<file path="src/rtl/dma_pkg.sv">
package dma_pkg;

    typedef enum logic [1:0] {
        XM_INC = 2'b00,
        XM_DEC = 2'b01,
        XM_FIX = 2'b10,
        XM_IO  = 2'b11
    } xfer_mode_e;

    typedef enum logic [2:0] {
        ST_IDLE,
        ST_REQ,
        ST_RD,
        ST_WR,
        ST_GAP
    } seq_state_e;

    localparam logic [1:0] SEL_SRC  = 2'd0;
    localparam logic [1:0] SEL_DST  = 2'd1;
    localparam logic [1:0] SEL_CNT  = 2'd2;
    localparam logic [1:0] SEL_CTRL = 2'd3;

endpackage

</file>
<file path="src/rtl/dma_addr_ptr.sv">
module dma_addr_ptr
    import dma_pkg::*;
#(
    parameter int ADDR_W = 16
) (
    input  logic              clk,
    input  logic              rst_n,
    input  logic              load,
    input  logic [ADDR_W-1:0] load_val,
    input  logic              step,
    input  xfer_mode_e        mode,
    output logic [ADDR_W-1:0] addr
);

    logic [ADDR_W-1:0] addr_d, addr_q;

    always_comb begin
        addr_d = addr_q;
        if (load) begin
            addr_d = load_val;
        end else if (step) begin
            case (mode)
                XM_INC:  addr_d = addr_q + ADDR_W'(1);
                XM_DEC:  addr_d = addr_q - ADDR_W'(1);
                default: addr_d = addr_q;
            endcase
        end
    end

    always_ff @(posedge clk or negedge rst_n) begin
        if (!rst_n) addr_q <= '0;
        else        addr_q <= addr_d;
    end

    assign addr = addr_q;

    // fixed and I/O sides never move
    a_r1_fixed_holds: assert property (@(posedge clk) disable iff (!rst_n)
        (step && !load && mode[1]) |=> $stable(addr_q));
    // counting sides move by exactly one
    a_r1_inc_step: assert property (@(posedge clk) disable iff (!rst_n)
        (step && !load && mode == XM_INC) |=> (addr_q == $past(addr_q) + ADDR_W'(1)));
    a_r1_dec_step: assert property (@(posedge clk) disable iff (!rst_n)
        (step && !load && mode == XM_DEC) |=> (addr_q == $past(addr_q) - ADDR_W'(1)));

endmodule

</file>
<file path="src/rtl/dma_seq.sv">
module dma_seq
    import dma_pkg::*;
(
    input  logic       clk,
    input  logic       rst_n,
    input  logic       en,
    input  logic       cnt_zero,
    input  logic       cnt_one,
    input  xfer_mode_e src_mode,
    input  xfer_mode_e dst_mode,
    input  logic       burst_sel,
    input  logic       dreq,
    input  logic       bus_gnt,
    output logic       bus_req,
    output logic       rd,
    output logic       wr,
    output logic       finish,
    output logic       done
);

    typedef struct packed {
        seq_state_e state;
        logic       done;
    } seq_regs_t;

    seq_regs_t s_d, s_q;
    logic      io_path;
    logic      burst;

    assign io_path = (src_mode == XM_IO) || (dst_mode == XM_IO);
    assign burst   = !io_path && burst_sel;

    always_comb begin
        s_d      = s_q;
        s_d.done = 1'b0;
        finish   = 1'b0;
        bus_req  = 1'b0;
        rd       = 1'b0;
        wr       = 1'b0;
        case (s_q.state)
            ST_IDLE: begin
                if (en) begin
                    if (cnt_zero) begin
                        finish   = 1'b1;
                        s_d.done = 1'b1;
                    end else if (!io_path || dreq) begin
                        s_d.state = ST_REQ;
                    end
                end
            end
            ST_REQ: begin
                bus_req = 1'b1;
                if (bus_gnt) s_d.state = ST_RD;
            end
            ST_RD: begin
                bus_req   = 1'b1;
                rd        = 1'b1;
                s_d.state = ST_WR;
            end
            ST_WR: begin
                bus_req = 1'b1;
                wr      = 1'b1;
                if (cnt_one) begin
                    finish    = 1'b1;
                    s_d.done  = 1'b1;
                    s_d.state = ST_IDLE;
                end else if (io_path) begin
                    s_d.state = dreq ? ST_RD : ST_IDLE;
                end else if (burst) begin
                    s_d.state = ST_RD;
                end else begin
                    s_d.state = ST_GAP;
                end
            end
            ST_GAP:  s_d.state = ST_REQ;
            default: s_d.state = ST_IDLE;
        endcase
    end

    always_ff @(posedge clk or negedge rst_n) begin
        if (!rst_n) s_q <= '{state: ST_IDLE, done: 1'b0};
        else        s_q <= s_d;
    end

    assign done = s_q.done;

    // burst writes are followed at once by the next read
    a_r4_burst_back_to_back: assert property (@(posedge clk) disable iff (!rst_n)
        (wr && burst && !cnt_one) |=> rd);
    // cycle steal gives up the bus for one cycle after each byte
    a_r5_steal_gap: assert property (@(posedge clk) disable iff (!rst_n)
        (wr && !io_path && !burst_sel && !cnt_one) |=> (!bus_req ##1 bus_req));
    // no request while pacing input is low between bytes
    a_r7_wait_off_bus: assert property (@(posedge clk) disable iff (!rst_n)
        (io_path && !bus_req && !dreq) |=> !bus_req);
    // accesses only under grant
    a_r9_granted: assert property (@(posedge clk) disable iff (!rst_n)
        $rose(rd) && !$past(rd) && !$past(wr) |-> $past(bus_gnt));
    // done is a single-clock pulse
    a_r3_done_pulse: assert property (@(posedge clk) disable iff (!rst_n)
        done |=> !done);

endmodule

</file>
<file path="src/rtl/dma_channel.sv">
module dma_channel
    import dma_pkg::*;
#(
    parameter int ADDR_W = 16,
    parameter int CNT_W  = 16,
    parameter int DATA_W = 8
) (
    input  logic              clk,
    input  logic              rst_n,
    input  logic              cfg_we,
    input  logic [1:0]        cfg_sel,
    input  logic [ADDR_W-1:0] cfg_wdata,
    output logic [ADDR_W-1:0] cfg_rdata,
    output logic              bus_req,
    input  logic              bus_gnt,
    input  logic              dreq,
    output logic [ADDR_W-1:0] mem_addr,
    output logic              mem_io,
    output logic              mem_rd,
    output logic              mem_wr,
    output logic [DATA_W-1:0] mem_wdata,
    input  logic [DATA_W-1:0] mem_rdata,
    output logic              done
);

    localparam int NPTR   = 2;
    localparam int CTRL_W = 6;

    typedef struct packed {
        logic [CNT_W-1:0]  cnt;
        xfer_mode_e        smode;
        xfer_mode_e        dmode;
        logic              burst_sel;
        logic              en;
        logic [DATA_W-1:0] hold;
    } chan_regs_t;

    chan_regs_t r_d, r_q;
    logic       rd, wr, finish;

    logic [ADDR_W-1:0] ptr_addr [NPTR];
    logic              ptr_load [NPTR];
    logic              ptr_step [NPTR];
    xfer_mode_e        ptr_mode [NPTR];

    assign ptr_load[0] = cfg_we && (cfg_sel == SEL_SRC);
    assign ptr_load[1] = cfg_we && (cfg_sel == SEL_DST);
    assign ptr_step[0] = rd;
    assign ptr_step[1] = wr;
    assign ptr_mode[0] = r_q.smode;
    assign ptr_mode[1] = r_q.dmode;

    for (genvar g = 0; g < NPTR; g++) begin : g_ptr
        dma_addr_ptr #(.ADDR_W(ADDR_W)) u_ptr (
            .clk      (clk),
            .rst_n    (rst_n),
            .load     (ptr_load[g]),
            .load_val (cfg_wdata),
            .step     (ptr_step[g]),
            .mode     (ptr_mode[g]),
            .addr     (ptr_addr[g])
        );
    end

    dma_seq u_seq (
        .clk       (clk),
        .rst_n     (rst_n),
        .en        (r_q.en),
        .cnt_zero  (r_q.cnt == '0),
        .cnt_one   (r_q.cnt == CNT_W'(1)),
        .src_mode  (r_q.smode),
        .dst_mode  (r_q.dmode),
        .burst_sel (r_q.burst_sel),
        .dreq      (dreq),
        .bus_gnt   (bus_gnt),
        .bus_req   (bus_req),
        .rd        (rd),
        .wr        (wr),
        .finish    (finish),
        .done      (done)
    );

    always_comb begin
        r_d = r_q;
        if (rd) r_d.hold = mem_rdata;
        if (wr) r_d.cnt = r_q.cnt - CNT_W'(1);
        if (cfg_we) begin
            case (cfg_sel)
                SEL_CNT:  r_d.cnt = cfg_wdata[CNT_W-1:0];
                SEL_CTRL: begin
                    r_d.smode     = xfer_mode_e'(cfg_wdata[1:0]);
                    r_d.dmode     = xfer_mode_e'(cfg_wdata[3:2]);
                    r_d.burst_sel = cfg_wdata[4];
                    r_d.en        = cfg_wdata[5];
                end
                default: ;
            endcase
        end
        if (finish) r_d.en = 1'b0;
    end

    always_ff @(posedge clk or negedge rst_n) begin
        if (!rst_n) r_q <= '{cnt: '0, smode: XM_INC, dmode: XM_INC,
                             burst_sel: 1'b0, en: 1'b0, hold: '0};
        else        r_q <= r_d;
    end

    always_comb begin
        case (cfg_sel)
            SEL_SRC: cfg_rdata = ptr_addr[0];
            SEL_DST: cfg_rdata = ptr_addr[1];
            SEL_CNT: cfg_rdata = ADDR_W'(r_q.cnt);
            default: cfg_rdata = {{(ADDR_W-CTRL_W){1'b0}}, r_q.en, r_q.burst_sel,
                                  r_q.dmode, r_q.smode};
        endcase
    end

    assign mem_rd    = rd;
    assign mem_wr    = wr;
    assign mem_addr  = rd ? ptr_addr[0] : ptr_addr[1];
    assign mem_io    = rd ? (r_q.smode == XM_IO) : (r_q.dmode == XM_IO);
    assign mem_wdata = r_q.hold;

    // read and write never share a cycle, and a write follows a read
    a_r2_rw_exclusive: assert property (@(posedge clk) disable iff (!rst_n)
        !(mem_rd && mem_wr));
    a_r2_write_after_read: assert property (@(posedge clk) disable iff (!rst_n)
        mem_rd |=> mem_wr);
    // enable is already clear when done shows, bus released
    a_r3_done_clears_en: assert property (@(posedge clk) disable iff (!rst_n)
        done |-> (!r_q.en && !bus_req));
    // empty count never touches the bus
    a_r8_zero_no_access: assert property (@(posedge clk) disable iff (!rst_n)
        (r_q.en && r_q.cnt == '0) |-> !(mem_rd || mem_wr));
    // accesses only while granted
    a_r9_access_granted: assert property (@(posedge clk) disable iff (!rst_n)
        (mem_rd || mem_wr) |-> (bus_gnt && bus_req));

endmodule

</file>
<file path="config.mk">
export PLATFORM = sky130hd
export DESIGN_NAME = dma_channel
export DESIGN_NICKNAME = d
export VERILOG_FILES = /design/src/rtl/dma_pkg.sv /design/src/rtl/dma_addr_ptr.sv /design/src/rtl/dma_seq.sv /design/src/rtl/dma_channel.sv
export SDC_FILE = /design/constraint.sdc
export NUM_CORES = 1
export LEC_CHECK = 0
export BUFFER_PORTS_ARGS = -buffer_cell sky130_fd_sc_hd__buf_2
export CORE_MARGIN = 4
export CORE_UTILIZATION = 30
export CTS_CLUSTER_DIAMETER = 60
export DETAILED_ROUTE_END_ITERATION = 10
export SYNTH_ARGS = -nofsm -noshare
export SYNTH_HDL_FRONTEND = slang
export SYNTH_SLANG_ARGS = --single-unit
</file>
<file path="constraint.sdc">
create_clock -name clk -period 2.55 [get_ports clk]
set_input_delay 0.51 -clock clk [delete_from_list [all_inputs] [get_ports clk]]
set_output_delay 0.51 -clock clk [all_outputs]
set_load 0.02 [all_outputs]
</file>
==> results of run 1 <==
[area by class of cell]
class / count / area share, %
clock buffer: 11 / 3.97
timing repair buffer: 110 / 11.2
tap: 220 / 4.51
multi-input combinational: 486 / 51.9
sequential: 66 / 27.1
clock inverter: 3 / 1.07
inverter: 6 / 0.369
[what timing repair did]
action / 4_1_cts / 5_1_grt
endpoints found under the hold margin: 0 / 0
setup endpoints to repair: 0 / 6
resized for setup: 0 / 3
[layout by cell type (no fill, tap or decap), types with 3 or more instances in the layout]
cell type  synthesis  layout
a211oi_1           3       3
a21oi_1           38      38
a31oi_1            9       9
a32oi_1            3       3
and2_1             5       5
and3_1             8       8
buf_12             0       3
buf_2              3      74
buf_4              9      32
clkbuf_16          0       9
dfrtp_1           66      65
ha_1               4       3
inv_1              6       6
mux2_2            31      31
mux2i_1           19      19
mux4_2             6       6
nand2_1           72      72
nand3_1           26      26
nand4_1           12      12
nor2_1            69      68
nor2b_1            4       4
nor3_1            20      20
nor4_1            10      10
o21ai_0           36      36
o21ai_1            5       5
or3_1             12      12
or4_1              8       7
xnor2_1           27      27
xor2_1            12      12
[path summary, 6_finish.rpt]
path | startpoint | to | slack (ns) | depth (start not counted)
worst max-delay path | ptr_mode[0] | g_ptr[1].u_ptr.addr[15] | 0.05 | 6
worst min-delay path | rst_n | g_ptr[1].u_ptr.addr[7] | 0.26 | 1
worst max register to register | ptr_mode[0] | g_ptr[1].u_ptr.addr[15] | 0.05 | 6
worst min register to register | mem_wdata[0] | mem_wdata[0] | 0.50 | 1
max in group asynchronous | rst_n | u_seq.s_q[3] | 1.59 | 1
min in group clk | mem_rdata[7] | mem_wdata[7] | 0.39 | 2
[per-stage QoR]
step / instance area, sq um / hold WS [ns] / setup slack, ns
floorplan: 5120 / 0.214 / 0.00528
global placement: 5790 / 0.484 / 0.174
detailed placement: 5790 / 0.494 / 0.231
CTS: 6100 / 0.335 / 0.0204
global route: 6110 / 0.359 / 0.0128
finish: 6110 / 0.257 / 0.0547
[metal layers]
layer | up-vias | wire length (um)
met5 | - | 0
li1 | 2328 | -
met1 | 2409 | 8330
met3 | 23 | 1280
met2 | 206 | 7790
met4 | 0 | 403
[cell families (layout without fill, tap and decap cells)]
family                   after synthesis  after routing
AO/OA/AOI/OAI                        115            115
AND/OR/NAND/NOR                      272            272
flip-flops                            66             66
adder cells (fa/ha/maj)                4              4
XOR/XNOR                              39             39
buffers and inverters                 67            130
multiplexers                          56             56
[where the power goes]
group	switching, mW	internal [mW]	total [mW]
clock	0.473	0.870	1.34
sequential	0.612	1.38	2.00
combinational	1.82	1.37	3.19
total	2.90	3.63	6.53
[sequential cells by signal, summed over array words and instances, names as in the netlist]
register / flops
g_ptr.u_ptr.addr: 32
mem_wdata: 8
ptr_mode: 4
r_q: 18
u_seq.done: 1
u_seq.s_q: 3
==> metrics.yaml, run 1 <==
seq_area_frac_synth_pct: 32.4
start_util_pct: 30.6
netlist_instances: 619
grt_use_met1_pct: 27.2
synth_top_cells_by_count: "nand2_1, nor2_1, dfrtp_1"
min_period_over_period_pct: 97.9
use_met2_pct: 27.4
syn_area_sq_mm: 0.00510
grt_setup_unrepaired: "false"
synth_fp_nets: 654
synth_warnings: 0
stdcell_count: 902
gp_congestion: 0.936
hpwl_um: 13100
yosys_most_used_dff: "dfrtp_1"
cts_hold_buffers: 0
cts_tree: "built"
synth_edf_count: 0
die_h_um: 138
clock_sinks: 66
final_nets: 714
placed_cells: 888
clk-insertion-delay-late_ns: 0.35
hold_viol: 0
synthSimpleGateAreaFrac_pct: 27.4
crit_slowest_cell: "nor2b_1"
power.density_mw_per_mm2: 1070
grt_pass1_vias: 4673
arrival_ns: 2.72
cp_num_buf_inv: 0
period_needed_ns: 2.50
synthArstFlopShare_pct: 100
synth_top_area_share_pct: 32.4
synth_most_common_cell: "nand2_1"
final_layout_size_suffix_gt1_share_pct: 26.2
die_w_um: 138
outcome: "finished clean"
cp-start-kind: "flip-flop"
avgViaCountPerCell: 5.51
fill_cells: 1716
wl_um: 17800
clock_path_buffers: 2
grt_usage_pct: 18.6
yosys-mux-area-fraction_pct: 13.2
ir_drop_mv: 0.398
wl_per_cell_um: 19.7
hold_class: "primary input to asynchronous set/reset pin"
htree_levels: 3
areaGrowthSynthToFinish_pct: 19.9
maxCapViolCount: 0
synthAdderAreaFrac_pct: 0.982
final_antenna_net_count: 0
grt_pass1_wl_um: 27900
synth_top_family_by_area: "simple AND/OR/NAND/NOR gates"
ys_seq_elements: 66
core_area_sq_mm: 0.0166
grt_use_met3_pct: 3.52
cts_buffers: 9
critPathMaxFanout: 9
tns_ns: 0
power_mw: 6.53
vias: 4966
final_core_util_pct: 36.7
antenna_found_initial: 0
multi_input_area_sq_mm: 0.00317
drt-initial-drc-count: 512
worstMarginPinSlew_ns: 0.922
cts_root_buf: "clkbuf_16"
critical_path.cell_chain: "nor2b_1 > nor2_1 > o22ai_1 > mux2i_1 > xor2_1 > o21ai_1"
clk_pin_slew_worst_paths_ns: 0.06
critical_path.max_stage_delay_ns: 0.61
synth_area_leaders: "dfrtp_1, mux2_2, nand2_1, nor2_1, xnor2_1"
drc: 0
slew_viol_final: 0
ios: 76
worstPathRequired_ns: 2.78
synth_xor_area_share_pct: 6.70
path_class: "flip-flop to flip-flop"
grt.overflow.total: 0
std_cell_rows: 47
max_freq_mhz: 401
grt_max_degree: 67
grt_busiest_layer: "met2"
dieArea_sq_mm: 0.0191
io_buffers: 75
ff_latch_area_sq_mm: 0.00165
slew_headroom_pct: 38.6
yosysTopAreaCell: "dfrtp_1"
dr.pass1.iters: 5
synth_compound_area_share_pct: 13.3
avgSynthCellArea_sq_um: 8.23
fin_skew_ns: 0.0132
critPathTopFamily: "simple AND/OR/NAND/NOR gates"
cts_setup_buffers: 0
setup_viol: 0
leakage_nw: 2.45
antenna_cells: 0
synth_cell_types: 65
end_kind: "flip-flop"
Power figures use the tool's default switching activity.
==> inputs of run 2 (changes only) <==
--- a/config.mk
+++ b/config.mk
@@ -5,11 +5,12 @@
 export SDC_FILE = /design/constraint.sdc
 export NUM_CORES = 1
 export LEC_CHECK = 0
-export BUFFER_PORTS_ARGS = -buffer_cell sky130_fd_sc_hd__buf_2
 export CORE_MARGIN = 4
 export CORE_UTILIZATION = 30
 export CTS_CLUSTER_DIAMETER = 60
 export DETAILED_ROUTE_END_ITERATION = 10
+export DONT_BUFFER_PORTS = 1
 export SYNTH_ARGS = -nofsm -noshare
 export SYNTH_HDL_FRONTEND = slang
 export SYNTH_SLANG_ARGS = --single-unit
+export TNS_END_PERCENT = 10
==> constraint.sdc (replaced) <==
create_clock -name clk -period 2.25 [get_ports clk]
set_input_delay 0.45 -clock clk [delete_from_list [all_inputs] [get_ports clk]]
set_output_delay 0.45 -clock clk [all_outputs]
set_load 0.02 [all_outputs]
==> run 2 against run 1 <==
Via count shrank 0.54%; largest power group unchanged; critical endpoint is now mem_addr[13]; clock power about the same; largest cell class unchanged; total power grew 15%; first-iteration DRC count grew 9.4%.
==> metrics.yaml, run 2 (synthesized netlist as in run 1, its figures left out) <==
outcome: "finished clean"
min_from: "cfg_wdata[11]"
vias: 4939
r2r_slack_ns: 0.05
final_layout_size_suffix_gt1_share_pct: 24.5
clk_pin_slew_worst_paths_ns: 0.06
critPathMaxFanout: 5
crit_slowest_cell: "dfrtp_2"
worstPathRequired_ns: 1.80
slew_headroom_pct: 57.2
period_needed_ns: 2.25
worstMarginPinSlew_ns: 0.635
cts_root_buf: "clkbuf_16"
avgViaCountPerCell: 5.64
min_period_over_period_pct: 99.8
max_freq_mhz: 445
die_w_um: 138
wl_met2_um: 7930
gp_congestion: 0.931
end_kind: "primary output"
dieArea_sq_mm: 0.0191
largest_reg_flops: 32
critical_path.cell_chain: "nand2b_4 > nor2_4 > buf_6 > mux2_2"
antenna_cells: 0
layout_commonest_cell: "buf_4"
slew_viol_final: 0
worstHoldEndpoint: "g_ptr[1].u_ptr.addr[11]"
reg2reg_from: "u_seq.s_q[3]"
fin_skew_ns: 0.0117
grt.overflow.total: 0
htree_levels: 3
clk-insertion-delay-late_ns: 0.35
critical_path.max_stage_delay_ns: 0.43
arrival_ns: 1.80
areaGrowthSynthToFinish_pct: 21.1
core_area_sq_mm: 0.0166
ff2ff_path_depth: 7
met3WireLength_um: 1940
layout_common_cells: "buf_4, nand2_1, nor2_1, dfrtp_1, a21oi_1"
holdWs_ns: 0.214
io_buffers: 0
wl_met1_um: 8190
worstHoldPathCells: 2
hpwl_um: 13400
start_util_pct: 30.6
antenna_found_initial: 0
dr.max_layer_used: "met4"
setup_viol: 0
maxCapViolCount: 0
stdcell_area_sq_mm: 0.00617
clock_sinks: 66
dr.pass1.iters: 5
power.density_mw_per_mm2: 1210
r2r-end: "r_q[23]"
ios: 76
grt_max_degree: 67
clock_path_buffers: 2
std_cell_rows: 47
leakage_nw: 2.43
cts_buffers: 9
wl_per_cell_um: 20.9
path_class: "flip-flop to primary output"
placed_cells: 847
drt-initial-drc-count: 560
final_core_util_pct: 37.1
cts_tree: "built"
hold_viol: 0
drc: 0
cp-start-kind: "flip-flop"
grt_setup_unrepaired: "true"
critPathTopFamily: "simple AND/OR/NAND/NOR gates"
hold_class: "primary input to flip-flop"
grt_usage_pct: 18.4
wl_um: 18300
stdcell_count: 876
die_h_um: 138
grt_pass1_wl_um: 27700
grt_pass1_vias: 4489
final_antenna_net_count: 0
cp_num_buf_inv: 1
fill_cells: 1691
dpl_cell_area_sq_mm: 0.00567
ir_drop_mv: 0.735
final_nets: 686
-- run 2: cell count changes in the layout (fill, tap and decap cells not counted), moves of 3 or more --
cell and delta:
mux2_4 +12, dfrtp_2 +3, mux2_2 -12, dfrtp_1 -3
buf_2 -74, buf_4 +43
-- run 2: report_power, final --
group          internal (mW)  switching [mW]
logic                   1.78            2.20
clock network          0.743           0.569
registers               1.58           0.637
-- run 2: timing repair --
action | in CTS | in global routing
endpoints found under the setup margin | 17 | 31
setup buffers | 0 | 9
endpoints found under the hold margin | 66 | 0
hold buffers | 2 | 0
pin swaps | 0 | 2
gates cloned | 0 | 2
gates resized for setup | 4 | 21
-- run 2: per-stage QoR --
step | setup slack (ns) | TNS, ns | power (mW)
floorplan | -0.203 | -4.19 | 4.67
global placement | 0.0151 | 0 | 5.71
detailed placement | 0.0113 | 0 | 5.74
CTS | -0.0548 | -0.524 | 7.14
global route | -0.0474 | -0.552 | 7.92
finish | 0.00398 | 0 | 7.50
-- run 2: worst max path at each step --
stage / startpoint / end / slack, ns / cells past startpoint
finish: u_seq.s_q[3] / mem_addr[13] / 0.004 / 4
global route: ptr_mode[1] / g_ptr[1].u_ptr.addr[12] / -0.05 / 9
CTS: u_seq.s_q[3] / mem_addr[15] / -0.05 / 4
detailed placement: ptr_mode[3] / g_ptr[0].u_ptr.addr[13] / 0.01 / 7
global placement: ptr_mode[3] / g_ptr[0].u_ptr.addr[13] / 0.02 / 7
floorplan: ptr_mode[1] / g_ptr[1].u_ptr.addr[12] / -0.20 / 11
-- run 2: cell type report --
cell class	count	area [sq um]	share of cell area, %
sequential	66	1660	26.8
inverter	6	22.5	0.365
multi-input combinational	486	3250	52.7
tap	220	275	4.46
timing repair buffer	82	702	11.4
clock buffer	11	233	3.77
clock inverter	5	31.3	0.507
-- run 2: routing by layer --
metal	vias up	GRT usage, %
met5	-	0
li1	2270	-
met3	18	6.66
met2	231	26.5
met4	0	4.00
met1	2420	26.4
